[config.mk]
export PLATFORM = sky130hd
export DESIGN_NAME = nor_cmd_decoder
export DESIGN_NICKNAME = d
export VERILOG_FILES = /design/src/rtl/nor_cmd_pkg.sv /design/src/rtl/nor_addr_match.sv /design/src/rtl/nor_ident_read.sv /design/src/rtl/nor_cmd_fsm.sv /design/src/rtl/nor_cmd_decoder.sv
export SDC_FILE = /design/constraint.sdc
export NUM_CORES = 1
export LEC_CHECK = 0
export BUFFER_PORTS_ARGS = -buffer_cell sky130_fd_sc_hd__buf_2
export CORE_AREA = 2 2 150 152
export CTS_BUF_LIST = sky130_fd_sc_hd__clkbuf_8
export DETAILED_ROUTE_END_ITERATION = 12
export DIE_AREA = 0 0 152 154
export GPL_TIMING_DRIVEN = 0
export PLACE_DENSITY_LB_ADDON = 0.15
export SYNTH_ARGS = -nofsm -noshare
export SYNTH_HDL_FRONTEND = slang
export SYNTH_HIERARCHICAL = 1
export SYNTH_SLANG_ARGS = --single-unit
[constraint.sdc]
create_clock -name clk_i -period 4.4 [get_ports clk_i]
set_clock_uncertainty 0.2 [all_clocks]
set_input_delay 0.22 -clock clk_i [delete_from_list [all_inputs] [get_ports clk_i]]
set_output_delay 0.22 -clock clk_i [all_outputs]
set_load 0.02 [all_outputs]
[src/rtl/nor_cmd_pkg.sv]
package nor_cmd_pkg;
  typedef enum logic [2:0] {
    ST_IDLE, ST_UNL1, ST_UNL2, ST_PROG, ST_ERS1, ST_ERS2, ST_ERS3, ST_BYPX
  } dec_state_e;

  localparam logic [7:0] CMD_KEY1    = 8'hAA;
  localparam logic [7:0] CMD_KEY2    = 8'h55;
  localparam logic [7:0] CMD_IDENT   = 8'h90;
  localparam logic [7:0] CMD_PROG    = 8'hA0;
  localparam logic [7:0] CMD_ERASE   = 8'h80;
  localparam logic [7:0] CMD_BYPASS  = 8'h20;
  localparam logic [7:0] CMD_CHIP    = 8'h10;
  localparam logic [7:0] CMD_SECT    = 8'h30;
  localparam logic [7:0] CMD_SUSPEND = 8'hB0;
  localparam logic [7:0] CMD_ABORT   = 8'hF0;
  localparam logic [7:0] CMD_BYPEXIT = 8'h00;
endpackage

[src/rtl/nor_addr_match.sv]
module nor_addr_match #(
  parameter int AW = 20
) (
  input  logic [AW:0]      addr_i,
  input  logic             byte_mode_i,
  output logic             hit_p1_o,
  output logic             hit_p2_o,
  output logic [AW-13:0]   sect_o
);
  logic [AW-1:0] wa;
  logic          lsb;
  logic          unused_wa11;

  // normalise to word address; A-1 only meaningful in byte organisation
  assign wa  = byte_mode_i ? addr_i[AW:1] : addr_i[AW-1:0];
  assign lsb = addr_i[0];
  assign unused_wa11 = wa[11];

  assign hit_p1_o = (wa[10:0] == 11'h555) && (!byte_mode_i || !lsb);
  assign hit_p2_o = (wa[10:0] == 11'h2AA) && (!byte_mode_i ||  lsb);
  assign sect_o   = wa[AW-1:12];
endmodule

[src/rtl/nor_ident_read.sv]
module nor_ident_read #(
  parameter int          AW     = 20,
  parameter logic [15:0] MFR_ID = 16'h0001,
  parameter logic [15:0] DEV_ID = 16'h22DA,
  localparam int         SW     = AW - 12,
  localparam int         NSECT  = 1 << SW
) (
  input  logic             en_i,
  input  logic             byte_mode_i,
  input  logic [AW:0]      rd_addr_i,
  input  logic [NSECT-1:0] protect_i,
  output logic [15:0]      rd_data_o
);
  logic [AW-1:0] wa;
  logic [15:0]   word;

  assign wa = byte_mode_i ? rd_addr_i[AW:1] : rd_addr_i[AW-1:0];

  always_comb begin
    unique case (wa[11:0])
      12'h000: word = MFR_ID;
      12'h001: word = DEV_ID;
      12'h002: word = {15'd0, protect_i[wa[AW-1:12]]};
      default: word = 16'h0000;
    endcase
    if (!en_i)
      rd_data_o = 16'h0000;
    else if (byte_mode_i)
      rd_data_o = rd_addr_i[0] ? {8'h00, word[15:8]} : {8'h00, word[7:0]};
    else
      rd_data_o = word;
  end
endmodule

[src/rtl/nor_cmd_fsm.sv]
module nor_cmd_fsm
  import nor_cmd_pkg::*;
#(
  parameter int AW = 20,
  localparam int SW = AW - 12
) (
  input  logic          clk_i,
  input  logic          rst_ni,
  input  logic          wr_i,
  input  logic          byte_mode_i,
  input  logic [AW:0]   addr_i,
  input  logic [15:0]   data_i,
  input  logic          hit_p1_i,
  input  logic          hit_p2_i,
  input  logic [SW-1:0] sect_i,
  input  logic          erase_busy_i,
  output logic          prog_o,
  output logic [AW:0]   prog_addr_o,
  output logic [15:0]   prog_data_o,
  output logic          chip_erase_o,
  output logic          sect_erase_o,
  output logic [SW-1:0] sect_o,
  output logic          suspend_o,
  output logic          resume_o,
  output logic          autosel_o,
  output logic          bypass_o
);
  dec_state_e st_q;
  logic [7:0] cmd;
  assign cmd = data_i[7:0];

  always_ff @(posedge clk_i or negedge rst_ni) begin
    if (!rst_ni) begin
      st_q         <= ST_IDLE;
      prog_o       <= 1'b0;
      prog_addr_o  <= '0;
      prog_data_o  <= '0;
      chip_erase_o <= 1'b0;
      sect_erase_o <= 1'b0;
      sect_o       <= '0;
      suspend_o    <= 1'b0;
      resume_o     <= 1'b0;
      autosel_o    <= 1'b0;
      bypass_o     <= 1'b0;
    end else begin
      prog_o       <= 1'b0;
      chip_erase_o <= 1'b0;
      sect_erase_o <= 1'b0;
      suspend_o    <= 1'b0;
      resume_o     <= 1'b0;
      if (wr_i) begin
        if (cmd == CMD_ABORT) begin
          st_q      <= ST_IDLE;
          autosel_o <= 1'b0;
        end else if (!autosel_o) begin
          unique case (st_q)
            ST_IDLE: begin
              if (erase_busy_i && cmd == CMD_SUSPEND)  suspend_o <= 1'b1;
              else if (erase_busy_i && cmd == CMD_SECT) resume_o <= 1'b1;
              else if (bypass_o) begin
                if (cmd == CMD_PROG)       st_q <= ST_PROG;
                else if (cmd == CMD_IDENT) st_q <= ST_BYPX;
              end else if (hit_p1_i && cmd == CMD_KEY1) st_q <= ST_UNL1;
            end
            ST_UNL1: st_q <= (hit_p2_i && cmd == CMD_KEY2) ? ST_UNL2 : ST_IDLE;
            ST_UNL2: begin
              st_q <= ST_IDLE;
              if (hit_p1_i) begin
                unique case (cmd)
                  CMD_IDENT:  autosel_o <= 1'b1;
                  CMD_PROG:   st_q      <= ST_PROG;
                  CMD_ERASE:  st_q      <= ST_ERS1;
                  CMD_BYPASS: bypass_o  <= 1'b1;
                  default: ;
                endcase
              end
            end
            ST_PROG: begin
              st_q        <= ST_IDLE;
              prog_o      <= 1'b1;
              prog_addr_o <= addr_i;
              prog_data_o <= byte_mode_i ? {8'h00, data_i[7:0]} : data_i;
            end
            ST_ERS1: st_q <= (hit_p1_i && cmd == CMD_KEY1) ? ST_ERS2 : ST_IDLE;
            ST_ERS2: st_q <= (hit_p2_i && cmd == CMD_KEY2) ? ST_ERS3 : ST_IDLE;
            ST_ERS3: begin
              st_q <= ST_IDLE;
              if (hit_p1_i && cmd == CMD_CHIP) chip_erase_o <= 1'b1;
              else if (cmd == CMD_SECT) begin
                sect_erase_o <= 1'b1;
                sect_o       <= sect_i;
              end
            end
            ST_BYPX: begin
              st_q <= ST_IDLE;
              if (cmd == CMD_BYPEXIT) bypass_o <= 1'b0;
            end
            default: st_q <= ST_IDLE;
          endcase
        end
      end
    end
  end

  assert_req_onehot_R11: assert property (@(posedge clk_i) disable iff (!rst_ni)
    $onehot0({prog_o, chip_erase_o, sect_erase_o, suspend_o, resume_o}));
  assert_req_after_wr_R11: assert property (@(posedge clk_i) disable iff (!rst_ni)
    (prog_o || chip_erase_o || sect_erase_o || suspend_o || resume_o) |-> $past(wr_i));
  assert_mode_excl_R8: assert property (@(posedge clk_i) disable iff (!rst_ni)
    !(autosel_o && bypass_o));
  assert_bypass_exit_R8: assert property (@(posedge clk_i) disable iff (!rst_ni)
    $fell(bypass_o) |-> $past(wr_i && data_i[7:0] == CMD_BYPEXIT));
  assert_susp_busy_R9: assert property (@(posedge clk_i) disable iff (!rst_ni)
    (suspend_o || resume_o) |-> $past(erase_busy_i));
  assert_autosel_clear_R7: assert property (@(posedge clk_i) disable iff (!rst_ni)
    $fell(autosel_o) |-> $past(wr_i && data_i[7:0] == CMD_ABORT));
endmodule

[src/rtl/nor_cmd_decoder.sv]
module nor_cmd_decoder #(
  parameter int          AW     = 20,
  parameter logic [15:0] MFR_ID = 16'h0001,
  parameter logic [15:0] DEV_ID = 16'h22DA,
  localparam int         SW     = AW - 12,
  localparam int         NSECT  = 1 << SW
) (
  input  logic             clk_i,
  input  logic             rst_ni,
  input  logic             wr_i,
  input  logic             byte_mode_i,
  input  logic [AW:0]      addr_i,
  input  logic [15:0]      data_i,
  input  logic             erase_busy_i,
  input  logic [AW:0]      rd_addr_i,
  input  logic [NSECT-1:0] protect_i,
  output logic             prog_o,
  output logic [AW:0]      prog_addr_o,
  output logic [15:0]      prog_data_o,
  output logic             chip_erase_o,
  output logic             sect_erase_o,
  output logic [SW-1:0]    sect_o,
  output logic             suspend_o,
  output logic             resume_o,
  output logic             autosel_o,
  output logic             bypass_o,
  output logic [15:0]      rd_data_o
);
  logic          hit_p1, hit_p2;
  logic [SW-1:0] wr_sect;

  nor_addr_match #(.AW(AW)) i_match (
    .addr_i      (addr_i),
    .byte_mode_i (byte_mode_i),
    .hit_p1_o    (hit_p1),
    .hit_p2_o    (hit_p2),
    .sect_o      (wr_sect)
  );

  nor_cmd_fsm #(.AW(AW)) i_fsm (
    .clk_i        (clk_i),
    .rst_ni       (rst_ni),
    .wr_i         (wr_i),
    .byte_mode_i  (byte_mode_i),
    .addr_i       (addr_i),
    .data_i       (data_i),
    .hit_p1_i     (hit_p1),
    .hit_p2_i     (hit_p2),
    .sect_i       (wr_sect),
    .erase_busy_i (erase_busy_i),
    .prog_o       (prog_o),
    .prog_addr_o  (prog_addr_o),
    .prog_data_o  (prog_data_o),
    .chip_erase_o (chip_erase_o),
    .sect_erase_o (sect_erase_o),
    .sect_o       (sect_o),
    .suspend_o    (suspend_o),
    .resume_o     (resume_o),
    .autosel_o    (autosel_o),
    .bypass_o     (bypass_o)
  );

  nor_ident_read #(.AW(AW), .MFR_ID(MFR_ID), .DEV_ID(DEV_ID)) i_ident (
    .en_i        (autosel_o),
    .byte_mode_i (byte_mode_i),
    .rd_addr_i   (rd_addr_i),
    .protect_i   (protect_i),
    .rd_data_o   (rd_data_o)
  );
endmodule

# Word-level counts from Yosys, hierarchy flattened
# Cells that the tools add are included.
# Widths: inputs -> output; s select.
totals:
  output_inout_bits: 68
  reg_bits: 55
  wordCells: 122
  in_bits: 319
op_classes:
  n_bitwise: 3
  n_reduce_logical: 20
  n_eq_ne: 29
  mux: 58
  n_lt_le_gt_ge: 1
ops:
  columns: ["operator", "n"]
  rows:
  - ["$eq 8x8->1 const B", 6]
  - ["$mux 16", 3]
  - ["$pmux 14 s3", 1]
  - ["$mux 20", 2]
  - ["$mux 1", 35]
  - ["$mux 3", 11]
  - ["$pmux 3 s6", 1]
  - ["$eq 8x6->1 const B", 2]
  - ["$eq 12x1->1 const B", 1]
  - ["$eq 12x2->1 const B", 1]
  - ["$eq 3x3->1 const B", 4]
  - ["$logic_not 12->1", 1]
  - ["$reduce_and 6->1", 2]
  - ["$eq 11x10->1 const B", 1]
  - ["$eq 11x11->1 const B", 1]
  - ["$lt 8x9->1 const B", 1]
  - ["$bmux 1 s8", 1]
  - ["$eq 8x5->1 const B", 1]
  - ["$eq 8x7->1 const B", 1]
  - ["$logic_not 8->1", 1]
  - ["$mux 8", 1]
  - ["$logic_and 1x1->1", 7]
  - ["$reduce_and 7->1", 1]
  - ["$eq 3x2->1 const B", 2]
  - ["other kinds (16)", 23]

# Longest topological paths before layout
depth:
  ltp_word: 11
  mapped_depth: 13
  ltp_nobuf: 8

# Hierarchy
# The synthesis kept the hierarchy.
modules_own_cells:
  columns: ["mod", "area_each_um2", "cells_per_inst", "seq_area_each_um2", "n_inst"]
  rows:
  - ["nor_ident_read", 3440.8, 464, 0.0, 1]
  - ["nor_cmd_fsm", 2364.8, 249, 1376.3, 1]
  - ["nor_addr_match", 214.0, 25, 0.0, 1]

# Worst setup path after synthesis
# Ideal clock, no wire load.
synth_path:
  path_kind: "input to output"
  startpoint: "input rd_addr_i[12]"
  endpoint: "output rd_data_o[0]"
  n_path_buf: 4
  setup_slack_ps: 1303
  arrival_ps: 2677
  stages: 12
  path_cell_list: "buf_4 mux2_4 buf_12 buf_12 buf_12 mux2i_1 a32oi_1 nand4_1 nand2_1 nor3_1 or4_1 a222oi_1"
synth_via:
  elab_chain_len: 7
  word_cells_on_any_way: 10
synth_lines:
  columns: ["item", "line_no", "rtl"]
  rows:
  - ["start: declaration", "nor_cmd_decoder.sv:15", "input logic [AW:0] rd_addr_i,"]
  - ["$mux 20 *", "nor_ident_read.sv:17", "assign wa = byte_mode_i ? rd_addr_i[AW:1] : rd_addr_i[AW-1:0];"]
  - ["$bmux 1 s8", "nor_ident_read.sv:23", "12'h002: word = {15'd0, protect_i[wa[AW-1:12]]};"]
  - ["$mux 1 (implied by the code)", "nor_ident_read.sv:23", null]
  - ["$pmux 14 s3 *", "nor_ident_read.sv:20", "unique case (wa[11:0])"]
  - ["$mux 8", "nor_ident_read.sv:29", "rd_data_o = rd_addr_i[0] ? {8'h00, word[15:8]} : {8'h00, word[7:0]};"]
  - ["$mux 16 *", "nor_ident_read.sv:28", "else if (byte_mode_i)"]
  - ["$mux 16 *", "nor_ident_read.sv:26", "if (!en_i)"]
  - ["end: declaration", "nor_cmd_decoder.sv:27", "output logic [15:0] rd_data_o"]
# Every way passes the cells marked *; elsewhere a longest branch is shown, timed or not. The select of a mux whose other input is x is not followed.

# Worst setup path in the final report
layout_path:
  startpoint: "input byte_mode_i"
  endpoint: "output rd_data_o[0]"
layout_via:
  elab_chain_len: 7
  word_cells_on_any_way: 10
layout_lines:
  columns: ["item", "line_no", "rtl"]
  rows:
  - ["start: declaration", "nor_cmd_decoder.sv:11", "input logic byte_mode_i,"]
  - ["$mux 20", "nor_ident_read.sv:17", null]
  - ["$bmux 1 s8", "nor_ident_read.sv:23", null]
  - ["$mux 1 (implied by the code)", "nor_ident_read.sv:23", null]
  - ["$pmux 14 s3", "nor_ident_read.sv:20", null]
  - ["$mux 8", "nor_ident_read.sv:29", null]
  - ["$mux 16 *", "nor_ident_read.sv:28", null]
  - ["$mux 16 *", "nor_ident_read.sv:26", null]
# Marked as above.

==> summary by stage <==
STA
The count of final max-slew check failures was 0. The tightest hold path in the finished design has a slack of 0.08881 ns. Setup repair after global routing left no endpoint under its margin. The post-route worst setup slack is 0.2995 ns. In the finished design, the share of the clock period the worst path needs comes to 93.19%. The total count of hold-check failures in the final report is 0. In this run the tightest slew margin relative to its limit is 22.09%. For the pin with the worst max-slew slack, the measured transition is 1.136 ns.

The shortest period the worst path allows is between 4 and 5 ns. Summed over all failing endpoints, the final setup total negative slack is 0 ns. Static timing analysis puts the maximum clock frequency at 0.2439 GHz. The number of setup violations in the final report is 0.

Detailed routing
The number of nets with antenna violations after detailed routing is 0. The via count of the routed design is 7,348. The first TritonRoute pass finished after 4 iterations. The post-route DRC violation count is 0. Dividing the detail-routed wire length by the instance count gives 19.60 um. Dividing the detail-routed via count by the number of cells gives 5.061.

For this block, the initial DRC count from the detailed router was 404. The routed design has 28.46 mm of wire.

Layout
After the flow finishes, the layout carries non-filler instances totaling about 1.5k. With fillers left out, the area of the finished cells amounts to 8815 um^2. The number of filler instances in the final layout is 2,352.

The net count of the finished layout is 1,486. Compared with the post-synthesis result, the final layout area differs by 46.44%. The utilization after layout is 40.64%.

The proportion of layout cells with a drive suffix above 1 is 41.78%.

Yosys
The synthesized netlist devotes 0% of its cell area to XOR and XNOR gates. The mux contribution to synthesized area is 25.63%. The leading register cell type out of synthesis is dfrtp_1. The share of the yosys chip area belonging to registers is 22.86%.

Summing the areas of all fa, ha and maj instances in the mapped netlist gives 0% of the synthesized area. Counting flops and latches in the post-synthesis netlist gives 55. The synthesized-area fraction occupied by ao, oa, aoi and oai cells is approximately 16%. The count of different cell masters after synthesis is 67. The average cell area after synthesis is 8.157 um^2. The commonest cells after synthesis are nand2_1, mux2i_1, dfrtp_1.

The async set or reset register ratio after synthesis is 100.0%. The post-synthesis cell type with the largest combined area is dfrtp_1. In the synthesized netlist, the number of instances is 738. The share of the synthesized area in the top cell type is 22.86%.

Summing every instance area after synthesis gives about 6000 um^2. For this run, the number of Yosys warnings is 6. The main combinational cell family by area after synthesis is simple AND/OR/NAND/NOR gates.

After synthesis, the cell types taking the most area are dfrtp_1, nand2_1, mux2i_1. Yosys instantiated no cell more often than nand2_1. The simple-gate portion of the synthesized area is 28.23%.

The count of flip-flops with a built-in enable after synthesis is 0.

Outcome
The run finished with clean final reports.

Placed design
Once detailed placement completed, the half-perimeter wirelength came to between 20 and 25 mm. The worst slack after detailed placement is 0.4230 ns. The congestion estimate from routability-driven global placement came to 0.8818. The placed cell count is approximately 1.4k. The post-detailed-placement cell area is between 8000 and 9000 um^2. The number of port buffers is roughly 380.

Job
The count of max-cap constraint violations is 0.

Min path
In this run the most critical hold path is launched from erase_busy_i. The type of the worst min-delay path is in2reg. The worst hold path terminates at i_fsm/resume_o. Along the worst hold path, the cell count comes to 4.

Setup path
Traced cell by cell, the critical path runs through buf_2 > buf_6 > mux2i_1 > nor2_1 > a32oi_1 > nand4_1 > o21ai_0 > a221oi_1 > or4b_1 > a222oi_1 > buf_2. The maximum fanout along the worst path is 12. The worst setup path is of the in2out kind. Data on the critical path arrives at its endpoint at 3.68 ns.

The peak per-stage delay on the critical path is 0.93 ns. The worst setup path is launched from an input port. The largest individual stage delay along the critical path comes from the cell mux2i_1.

By instance count, the cell type seen most on the critical path is buf_2. The internal reg-to-reg setup slack is 1.66 ns. For the worst setup path, the data required time is slightly below 4 ns.

The type of destination of the critical path is an output pin. In this run the critical register-to-register path is captured at i_fsm/prog_addr_o[17]. The worst register-to-register path begins at i_fsm/st_q[0]. The count of cells along the worst register-to-register path is 8.

Clock tree
The TritonCTS buffer count is 5. The clock sink count is 55. The clock reaches the later pin of the worst-skew pair after around 0.31 ns.

The clock input transition at the sequential cells of the worst setup and hold paths is 0.10 ns. Buffers added to address setup during post-CTS repair amount to 0. The clock tree buffer depth is 2. The clock tree root buffer cell is clkbuf_8.

The H-tree level count is 2. TritonCTS built the clock tree.

Global routing
The via count of the first global-routing pass was about 7.4k. The number of antenna violations at the first check in global routing is 3. Entering global routing, the biggest net connects 56 pins.

The first global-routing pass estimated 42.61 mm of wire. Global routing consumed, over all layers together, 23.31% of the routing resources. The aggregate global routing overflow is 0.

Power
The static leakage is 4.529 nW. Total power for the finished layout comes to 2.433 mW. The power density over the cells is ~280 nW/um^2. The worst-case vdd ir drop is about 0.15 mV.

Floorplan
Measured along the x axis, the die boundary spans 152 um. After floorplanning, the core was divided into 54 placement rows. The vertical die dimension is around 150 um. The number of ports placed on the die boundary is between 300 and 400. The initial standard-cell utilization of the core is 27.75%. The core region is around 22,000 um^2. The die covers ~23,000 um^2.
[worst max-delay path: cells and delay by family]
kind	cells	cell delay, ns
buffers and inverters	3	0.62
muxes	1	0.93
and+or+nand+nor	3	0.95
AOI/OAI and AO/OA	4	0.94
[area by class of cell]
class / count / area, um^2 / area share (%)
Tap cell: 280 / 350.3 / 3.974
Antenna cell: 4 / 10.01 / 0.1136
Buffer: 63 / 426.7 / 4.840
Sequential cell: 55 / 1376 / 15.61
Multi-Input combinational cell: 619 / 4213 / 47.79
Inverter: 7 / 26.28 / 0.2981
Clock inverter: 3 / 63.81 / 0.7239
Timing Repair Buffer: 416 / 2280 / 25.86
Clock buffer: 5 / 68.82 / 0.7807
[report_power, final]
part	internal (mW)	switching (mW)	total (mW)
Sequential	0.666	0.0863	0.752
Combinational	0.519	0.760	1.28
Clock	0.225	0.176	0.402
Total	1.41	1.02	2.43
[state kept, by name, indices dropped and copies added, names as in the netlist, 3 cells and up]
name and flops:
i_fsm/sect_o 8, i_fsm/st_q 3, i_fsm/prog_addr_o 21, i_fsm/prog_data_o 16
[cells by family (layout without fill, tap and decap cells)]
family	count (synthesis)	after routing
simple gates	360	360
compound gates	135	135
mux	117	117
buf+inv	70	494
flops	55	55
other cells	1	11
[routing by layer]
metal	vias up	part of all wire [%]	wire length [um]	GRT usage [%]
li1	3584	-	-	-
met1	3481	43	12250	30.47
met2	257	50	14220	41.03
met3	26	5.4	1523	3.692
met4	0	1.7	470	4.228
met5	-	0	0	0
[cell usage in the layout (no fill, tap or decap), types with 6 or more instances in the layout]
cell type,count
nand2_1,217
nor2_1,20
o21ai_0,14
mux4_2,15
dlygate4sd3_1,39
nand4_1,9
clkbuf_1,12
dfrtp_1,55
nor4_1,10
a221oi_1,6
a22oi_1,14
nor3_1,7
a211oi_1,16
mux4_1,8
conb_1,7
a21oi_1,27
nand2b_1,6
o22ai_1,12
nor2b_1,16
inv_1,8
mux2i_1,63
nand3_1,33
buf_4,27
nand3b_1,9
a31oi_1,8
mux2_2,29
buf_2,393
[timing repair]
| item | in CTS | in global routing |
|---|---|---|
| hold buffers | 38 | 1 |
| gates resized for setup | 0 | 0 |
| endpoints found under the hold margin | 38 | 55 |
[worst max path at each step]
stage / endpoint / slack, ns / startpoint / depth (start not counted)
after floorplan: rd_data_o[0] / 1.30 / rd_addr_i[12] / 12
after global placement: rd_data_o[0] / 0.35 / byte_mode_i / 11
after detailed placement: rd_data_o[0] / 0.42 / byte_mode_i / 11
after CTS: rd_data_o[0] / 0.41 / byte_mode_i / 11
after global routing: rd_data_o[0] / 0.06 / byte_mode_i / 11
final: rd_data_o[0] / 0.30 / byte_mode_i / 11
Note: power is estimated with default switching activity, not from simulation.
